<file path="src/rtl/lane_wr_pkg.sv">
package lane_wr_pkg;
  parameter int unsigned LANE_COUNT = 4;

  typedef struct packed {
    logic [LANE_COUNT-1:0] laneEn;
    logic                  anyWrite;
  } laneCtrl_t;
endpackage

</file>
<file path="src/rtl/lane_wr_ctrl.sv">
module lane_wr_ctrl
  import lane_wr_pkg::*;
(
  input  logic                  globalWrN,
  input  logic                  byteWrEnN,
  input  logic [LANE_COUNT-1:0] laneSelN,
  input  logic                  addrStrobeN,
  output laneCtrl_t             ctrl
);
  logic [LANE_COUNT-1:0] laneEnC;

  // Priority: a strobe-load cycle blocks writes, then global write, then byte write.
  always_comb begin
    laneEnC = '0;
    if (addrStrobeN) begin
      if (!globalWrN)      laneEnC = '1;
      else if (!byteWrEnN) laneEnC = ~laneSelN;
    end
  end

  assign ctrl.laneEn   = laneEnC;
  assign ctrl.anyWrite = |laneEnC;
endmodule

</file>
<file path="src/rtl/lane_wr_datapath.sv">
module lane_wr_datapath
  import lane_wr_pkg::*;
#(
  parameter int unsigned LANE_BITS = 9
) (
  input  logic                            clk,
  input  logic                            rstN,
  input  laneCtrl_t                       ctrl,
  input  logic [LANE_COUNT*LANE_BITS-1:0] wrDataIn,
  output logic [LANE_COUNT-1:0]           laneWe,
  output logic                            isWrite,
  output logic [LANE_COUNT*LANE_BITS-1:0] laneData
);
  always_ff @(posedge clk or negedge rstN) begin
    if (!rstN) begin
      laneWe  <= '0;
      isWrite <= 1'b0;
    end else begin
      laneWe  <= ctrl.laneEn;
      isWrite <= ctrl.anyWrite;
    end
  end

  for (genvar i = 0; i < LANE_COUNT; i++) begin : gLane
    always_ff @(posedge clk or negedge rstN) begin
      if (!rstN)               laneData[i*LANE_BITS +: LANE_BITS] <= '0;
      else if (ctrl.laneEn[i]) laneData[i*LANE_BITS +: LANE_BITS] <= wrDataIn[i*LANE_BITS +: LANE_BITS];
    end

    AST_LANE_HOLD: assert property (@(posedge clk) disable iff (!rstN)
      !laneWe[i] |-> $stable(laneData[i*LANE_BITS +: LANE_BITS]));
  end

  AST_WRITE_FLAG: assert property (@(posedge clk) disable iff (!rstN)
    isWrite == (|laneWe));
endmodule

</file>
<file path="src/rtl/lane_wr_decoder.sv">
module lane_wr_decoder
  import lane_wr_pkg::*;
#(
  parameter int unsigned PARITY_EN = 1,
  localparam int unsigned LANES    = LANE_COUNT,
  localparam int unsigned LB       = 8 + PARITY_EN,
  localparam int unsigned WORD     = LANES * LB
) (
  input  logic             clk,
  input  logic             rstN,
  input  logic             globalWrN,
  input  logic             byteWrEnN,
  input  logic [LANES-1:0] laneSelN,
  input  logic             addrStrobeN,
  input  logic [WORD-1:0]  wrDataIn,
  output logic [LANES-1:0] laneWe,
  output logic             isWrite,
  output logic [WORD-1:0]  laneData
);
  laneCtrl_t ctrl;

  lane_wr_ctrl uCtrl (
    .globalWrN   (globalWrN),
    .byteWrEnN   (byteWrEnN),
    .laneSelN    (laneSelN),
    .addrStrobeN (addrStrobeN),
    .ctrl        (ctrl)
  );

  lane_wr_datapath #(.LANE_BITS(LB)) uData (
    .clk      (clk),
    .rstN     (rstN),
    .ctrl     (ctrl),
    .wrDataIn (wrDataIn),
    .laneWe   (laneWe),
    .isWrite  (isWrite),
    .laneData (laneData)
  );

  AST_GLOBAL_ALL: assert property (@(posedge clk) disable iff (!rstN)
    ($past(rstN) && $past(addrStrobeN) && !$past(globalWrN)) |-> (&laneWe));
  AST_BYTE_MAP: assert property (@(posedge clk) disable iff (!rstN)
    ($past(rstN) && $past(addrStrobeN) && $past(globalWrN) && !$past(byteWrEnN))
      |-> (laneWe == ~$past(laneSelN)));
  AST_READ_IDLE: assert property (@(posedge clk) disable iff (!rstN)
    ($past(rstN) && $past(globalWrN) && $past(byteWrEnN)) |-> (laneWe == '0));
  AST_STROBE_BLOCK: assert property (@(posedge clk) disable iff (!rstN)
    ($past(rstN) && !$past(addrStrobeN)) |-> (laneWe == '0 && $stable(laneData)));
endmodule

</file>
<file path="config.mk">
export PLATFORM = sky130hd
export DESIGN_NAME = lane_wr_decoder
export DESIGN_NICKNAME = d
export VERILOG_FILES = /design/src/rtl/lane_wr_pkg.sv /design/src/rtl/lane_wr_ctrl.sv /design/src/rtl/lane_wr_datapath.sv /design/src/rtl/lane_wr_decoder.sv
export SDC_FILE = /design/constraint.sdc
export NUM_CORES = 1
export LEC_CHECK = 0
export ABC_AREA = 1
export BUFFER_PORTS_ARGS = -buffer_cell sky130_fd_sc_hd__clkbuf_2
export CORE_UTILIZATION = 40
export CTS_CLUSTER_DIAMETER = 40
export CTS_CLUSTER_SIZE = 12
export DETAILED_ROUTE_END_ITERATION = 6
export HOLD_SLACK_MARGIN = 0.15
export PLACE_DENSITY = 0.71
export SKIP_LAST_GASP = 1
export SLEW_MARGIN = 30
export SYNTH_ARGS = -nofsm -noshare
export SYNTH_HDL_FRONTEND = slang
export SYNTH_HIERARCHICAL = 1
export SYNTH_SLANG_ARGS = --single-unit
</file>
<file path="constraint.sdc">
create_clock -name clk -period 0.85 [get_ports clk]
set_input_delay 0.0425 -clock clk [delete_from_list [all_inputs] [get_ports clk]]
set_output_delay 0.0425 -clock clk [all_outputs]
set_load 0.05 [all_outputs]
</file>
==> impl_metrics.tcl, run 1 <==
set metrics [dict create \
    dr.pass1.iters 4 \
    fp.dieH_um 64.4 \
    wl_per_cell_um 14.1 \
    mappedNetlistArea_um2 1560 \
    grt_max_degree 42 \
    grt_pass1_wl_mm 7.40 \
    yosysWarnings 6 \
    whs_ns 0.164 \
    ant_nets 0 \
    gr-usage-all-layers_pct 23.8 \
    synthesis.nets 218 \
    final_cell_mix "109 x nand2_1, 44 x clkbuf_2, 41 x buf_8, 41 x dfrtp_1, 38 x dlygate4sd3_1" \
    start_kind "register" \
    cp_num_buf_inv 1 \
    drv_cap 0 \
    crit_chain "buf_8" \
    crit_required_ns 0.81 \
    clockBufferDepth 2 \
    area_growth_pct 103 \
    place_congestion 0.680 \
    vdd_drop_max_mv 1.26 \
    cts_tree "done" \
    crit_type "register to output port" \
    grt_use_met2_pct 44.1 \
    reg2reg_setup_slack_ns -0.05 \
    pre_cts_slack_ns -0.0906 \
    slew_viol_final 0 \
    placed_area_um2 2110 \
    top_usage_layer "met2" \
    status "complete, but fails checks" \
    critical_path_depth 1 \
    nFillCells 195 \
    num_rows 22 \
    routed_wl_mm 5.37 \
    post-dp-hpwl_mm 2.41 \
    grt_pass1_vias 1695 \
    vias 1761 \
    period_share_pct 110 \
    clk_latency_ns 0.29 \
    grt_use_met3_pct 5.46 \
    port_buffers 85 \
    cts_buffers 5 \
    pin_count 86 \
    setup_violations 46 \
    mostFrequentLayoutCell "nand2_1" \
    path_delay_family "flip-flops" \
    yosysSeqAreaShare_pct 65.8 \
    drc 0 \
    drive_gt1_share_pct 38.9 \
    die_w_um 64.4 \
    skew_ns 0 \
    die_area_um2 4150 \
    rsz0062_at_grt "true" \
    use_met1_pct 26.3 \
    hold_depth 4 \
    core_um2 3690 \
    violations "setup timing" \
    r2r_cells 4 \
    ys_ff_latch 41 \
    cp_slowest_cell "dfrtp_1" \
    ys_types 8 \
    root_buffer "clkbuf_8" \
    worst_pin_slew_ns 0.214 \
    avgSynthCellArea_um2 9.01 \
    stdcell_area_um2 3170 \
    grt.overflow.total 0 \
    worstHoldStart "laneSelN[1]" \
    cts.sinks 41 \
    initial_core_util_pct 42.3 \
    reg2reg_to "uData/laneData[24]" \
    fmax_mhz 1070 \
    cp_data_arrival_time_ns 0.89 \
    timing.critical_path.to_type "output port" \
    syn_inst 173 \
    p_leak_nw 1.74 \
    timing.slew.headroom_pct 85.7 \
    crit_path_max_fanout 2 \
    clk_pin_slew_ns 0.08 \
    fin_ws_ns -0.0816 \
    power_density_nw_per_um2 1940 \
    dr.first_iter.drc_count 85 \
    hold_violations 0 \
    cts_htree_levels 2 \
    nets 376 \
    routed_via_density 4.63 \
    antenna_found_initial 0 \
    hp-class "primary input to register" \
    antennaDiodeCount 0 \
    finalCriticalPeriod_ns 0.932 \
    worstReg2RegStart "uData/laneData[24]" \
    critical-path-max-stage-delay_ns 0.43 \
    min_to "uData/isWrite" \
]
-- state kept, by name, summed over array words and instances (netlist names) --
signal,cells
uData/isWrite,1
uData/laneData,36
uData/laneWe,4
-- layer usage --
| layer | vias to the layer above | share of wire (%) |
|---|---|---|
| li1 | 835 | - |
| met1 | 811 | 35 |
| met2 | 94 | 56 |
| met3 | 21 | 5.6 |
| met4 | 0 | 2.8 |
| met5 | - | 0 |
-- per-stage QoR --
stage / TNS [ns] / power, W / instances / utilization [%]
3_5_place_dp: -2.41 / 0.00398 / 310 / 57.2
4_1_cts: -2.28 / 0.00579 / 364 / 81.2
5_1_grt: -3.61 / 0.00641 / 380 / 85.9
6_report: -1.99 / 0.00616 / 380 / 85.9
3_3_place_gp: -1.96 / 0.00395 / 310 / 57.2
2_1_floorplan: 0 / 0.00347 / 173 / -
-- area by class of cell --
cell class / count / area (um^2) / area share [%]
Clock buffer: 5 / 68.8 / 2.17
Clock inverter: 3 / 17.5 / 0.553
Inverter: 9 / 33.8 / 1.07
Multi-Input combinational cell: 119 / 454 / 14.3
Sequential cell: 41 / 1030 / 32.4
Tap cell: 48 / 60.1 / 1.90
Timing Repair Buffer: 155 / 1510 / 47.6
-- cell usage after synthesis --
cell	instances	share of area, %
o21ai_1	5	1.6
nand2_1	109	26
nor2_1	4	0.96
buf_6	4	2.9
inv_1	5	1.2
o21ai_0	1	0.32
dfrtp_1	41	66
inv_2	4	0.96
-- how the worst max path moves through the flow --
stage / startpoint / endpoint / slack (ns)
after detailed placement: byteWrEnN / uData/laneData[9] / -0.09
after global placement: byteWrEnN / uData/laneData[21] / -0.07
after global routing: uData/laneData[34] / laneData[34] / -0.11
final: uData/laneData[34] / laneData[34] / -0.08
after CTS: uData/laneData[11] / laneData[11] / -0.09
after floorplan: uData/laneData[0] / uData/laneData[0] / 0.02
-- power breakdown --
group	internal (W)	leakage [nW]	total, W	switching, W
sequential	0.00219	0.505	0.00242	0.000230
combinational	0.00115	1.19	0.00252	0.00137
clock	0.000566	0.0439	0.00122	0.000652
total	0.00391	1.74	0.00616	0.00225
-- kinds of logic (layout without fill, tap and decap cells) --
kind of cell | count (synthesis) | in the layout | synth area share (%)
buffers and inverters | 13 | 172 | 5.06
AOI/OAI and AO/OA | 6 | 6 | 1.93
and+or+nand+nor | 113 | 113 | 27.2
DFF | 41 | 41 | 65.8
-- timing repair --
action | in CTS | in global routing
hold buffers | 38 | 0
setup endpoints to repair | 41 | 41
gates resized for setup | 82 | 41
endpoints found under the hold margin | 78 | 0
pin swaps | 0 | 0
setup buffers | 8 | 16
-- worst register-to-register path, stage by stage, from the launching register on --
cell,delay [ns]
dfrtp_1,0.42
buf_4,0.15
buf_4,0.12
nand2_1,0.06
nand2_1,0.05
No activity file was read; power rests on OpenSTA's default activity.
==> run 2, diff against run 1 <==
==> constraint.sdc (replaced) <==
create_clock -name clk -period 1.1 [get_ports clk]
set_input_delay 0.055 -clock clk [delete_from_list [all_inputs] [get_ports clk]]
set_output_delay 0.055 -clock clk [all_outputs]
set_load 0.05 [all_outputs]
==> run 2 against run 1 <==
Net effect: the flow now finishes without violations; via count shrank 13%; utilization shrank 16 points; die area is the same; hold slack gained 0.042 ns; critical path depth grew 6; sequential share of layout area grew 7.2 points; register-to-register slack gained 0.52 ns; first-iteration DRC count shrank 49%; non-clock buffer count shrank 21; sequential power shrank 26%; largest power group is now registers; highest routed layer unchanged.
==> impl_metrics.tcl, run 2 (synthesis results as in run 1) <==
set metrics [dict create \
    status "finished, final reports clean" \
    root_buffer "clkbuf_8" \
    p_sw_share_pct 37.0 \
    num_rows 22 \
    skew_ns 0 \
    routed_wl_mm 3.81 \
    hold_depth 4 \
    worstReg2RegStart "uData/laneData[18]" \
    fmax_mhz 961 \
    dr.pass1.iters 4 \
    port_buffers 85 \
    critical-path-max-stage-delay_ns 0.58 \
    r2r_cells 2 \
    setup_violations 0 \
    grt.overflow.total 0 \
    crit_type "primary input to register" \
    core_um2 3690 \
    cp_num_buf_inv 3 \
    cts_tree "done" \
    drv_cap 0 \
    clk_latency_ns 0.28 \
    cts_htree_levels 2 \
    clk_pin_slew_ns 0.07 \
    min_to "uData/isWrite" \
    ant_nets 0 \
    slew_viol_final 0 \
    grt_max_degree 42 \
    whs_ns 0.206 \
    hold_violations 0 \
    p_leak_nw 1.50 \
    path_delay_family "buffers and inverters" \
    worstHoldStart "laneSelN[3]" \
    gr-usage-all-layers_pct 20.1 \
    cp_slowest_cell "dlygate4sd3_1" \
    post-dp-hpwl_mm 2.30 \
    hp-class "primary input to register" \
    grt_pass1_wl_mm 6.37 \
    pin_count 86 \
    vias 1530 \
    cts_buffers 5 \
    final_cell_mix "109 x nand2_1, 85 x clkbuf_2, 43 x dlygate4sd3_1" \
    drc 0 \
    timing.slew.headroom_pct 80.1 \
    start_kind "primary input" \
    worst_pin_slew_ns 0.299 \
    p_switching_w 0.00151 \
    drive_gt1_share_pct 33.2 \
    power_frac_comb_pct 33.2 \
    clockBufferDepth 2 \
    initial_core_util_pct 42.3 \
    routed_via_density 4.27 \
    pre_cts_slack_ns 0.0319 \
    vdd_drop_max_mv 1.11 \
    die_area_um2 4150 \
    grt_pass1_vias 1543 \
    nFillCells 294 \
    cts.sinks 41 \
    reg2reg_setup_slack_ns 0.47 \
    period_share_pct 94.6 \
    mostFrequentLayoutCell "nand2_1" \
    crit_required_ns 1.32 \
    internal_power_w 0.00257 \
    p_seq_share_pct 43.7 \
    wl_per_cell_um 10.6 \
    cp_data_arrival_time_ns 1.26 \
    finalCriticalPeriod_ns 1.04 \
    cts_setup_buffers 0 \
    largest-register "uData/laneData" \
    crit_chain "clkbuf_2 > o21ai_1 > inv_1 > nor2_2 > dlygate4sd3_1 > nand2_1 > nand2_1" \
    largest_reg_flops 36 \
    timing.critical_path.to_type "register" \
    place_congestion 0.666 \
    rsz0062_at_grt "true" \
    antenna_found_initial 0 \
    fp.dieH_um 64.4 \
    antennaDiodeCount 0 \
    die_w_um 64.4 \
    cpMostUsedCell "nand2_1" \
    p_clk_share_pct 23.1 \
    fin_ws_ns 0.0595 \
    dr.first_iter.drc_count 43 \
    power_density_nw_per_um2 1580 \
    top_regs "uData/laneData x36, uData/laneWe x4, uData/isWrite x1" \
    reg2reg_to "uData/laneData[18]" \
    area_growth_pct 66.2 \
    nets 355 \
    crit_path_max_fanout 4 \
]
[run 2: cell types whose count changed in the layout (fill, tap and decap cells not counted), sizes merged]
cell	previous run	this run
dlygate4sd3	38	43
clkinvlp	1	0
clkinv	2	0
clkbuf	49	92
buf	73	6
[run 2: worst max-delay path by stage]
| stage | from | cells past startpoint | slack, ns | endpoint |
|---|---|---|---|---|
| 5_1_grt | byteWrEnN | 7 | -0.0005 | uData/laneData[11] |
| 3_5_place_dp | byteWrEnN | 8 | 0.03 | uData/laneData[30] |
| 6_report | byteWrEnN | 7 | 0.06 | uData/laneData[5] |
| 3_3_place_gp | byteWrEnN | 7 | 0.08 | uData/laneData[20] |
| 2_1_floorplan | uData/laneData[0] | 2 | 0.27 | uData/laneData[0] |
| 4_1_cts | byteWrEnN | 7 | 0.07 | uData/laneData[5] |
[run 2: tightest hold or removal path: cells and delay by family]
kind                   cells  cell delay [ns]
buffers and inverters      1             0.08
AO/OA/AOI/OAI              2             0.25
AND/OR/NAND/NOR            1             0.06
[run 2: power by group through the flow]
stage,Combinational [W],Clock (W),Sequential [W]
final,0.00136,0.000944,0.00179
after CTS,0.00135,0.000982,0.00179
after floorplan,0.000215,0,0.00246
after detailed placement,0.00123,0,0.00181
after global routing,0.00145,0.00104,0.00181
after global placement,0.00122,0,0.00181
[run 2: metrics by stage]
step,power (W),TNS [ns],utilization [%],cell area [um^2],cells
after floorplan,0.00268,0,-,1560,173
after CTS,0.00412,0,70.1,2590,358
after detailed placement,0.00304,0,56.1,2070,308
after global placement,0.00303,0,56.1,2070,308
final,0.00409,0,70.3,2590,358
after global routing,0.00430,-0.000454,70.3,2590,358
[run 2: final cells by class]
cell class,instances,area (um^2),share of cell area [%]
flip-flops and latches,41,1030,39.6
repair buffers,134,926,35.7
inverters,9,33.8,1.30
multi-input cells,119,459,17.7
clock buffers,7,86.3,3.33
well taps,48,60.1,2.32
[run 2: per-layer routing]
metal  wire (um)  vias to the layer above  GRT usage, %
met1        1690                      678          24.4
met3         210                        6          5.81
li1            -                      791             -
met4          52                        0          5.00
met2        1850                       55          34.9
met5           0                        -             0
[run 2: repair_timing]
| action | CTS | global route |
|---|---|---|
| hold buffers | 43 | 0 |
| resized for setup | 0 | 2 |
| endpoints found under the setup margin | 0 | 3 |
| hold endpoints to repair | 78 | 0 |
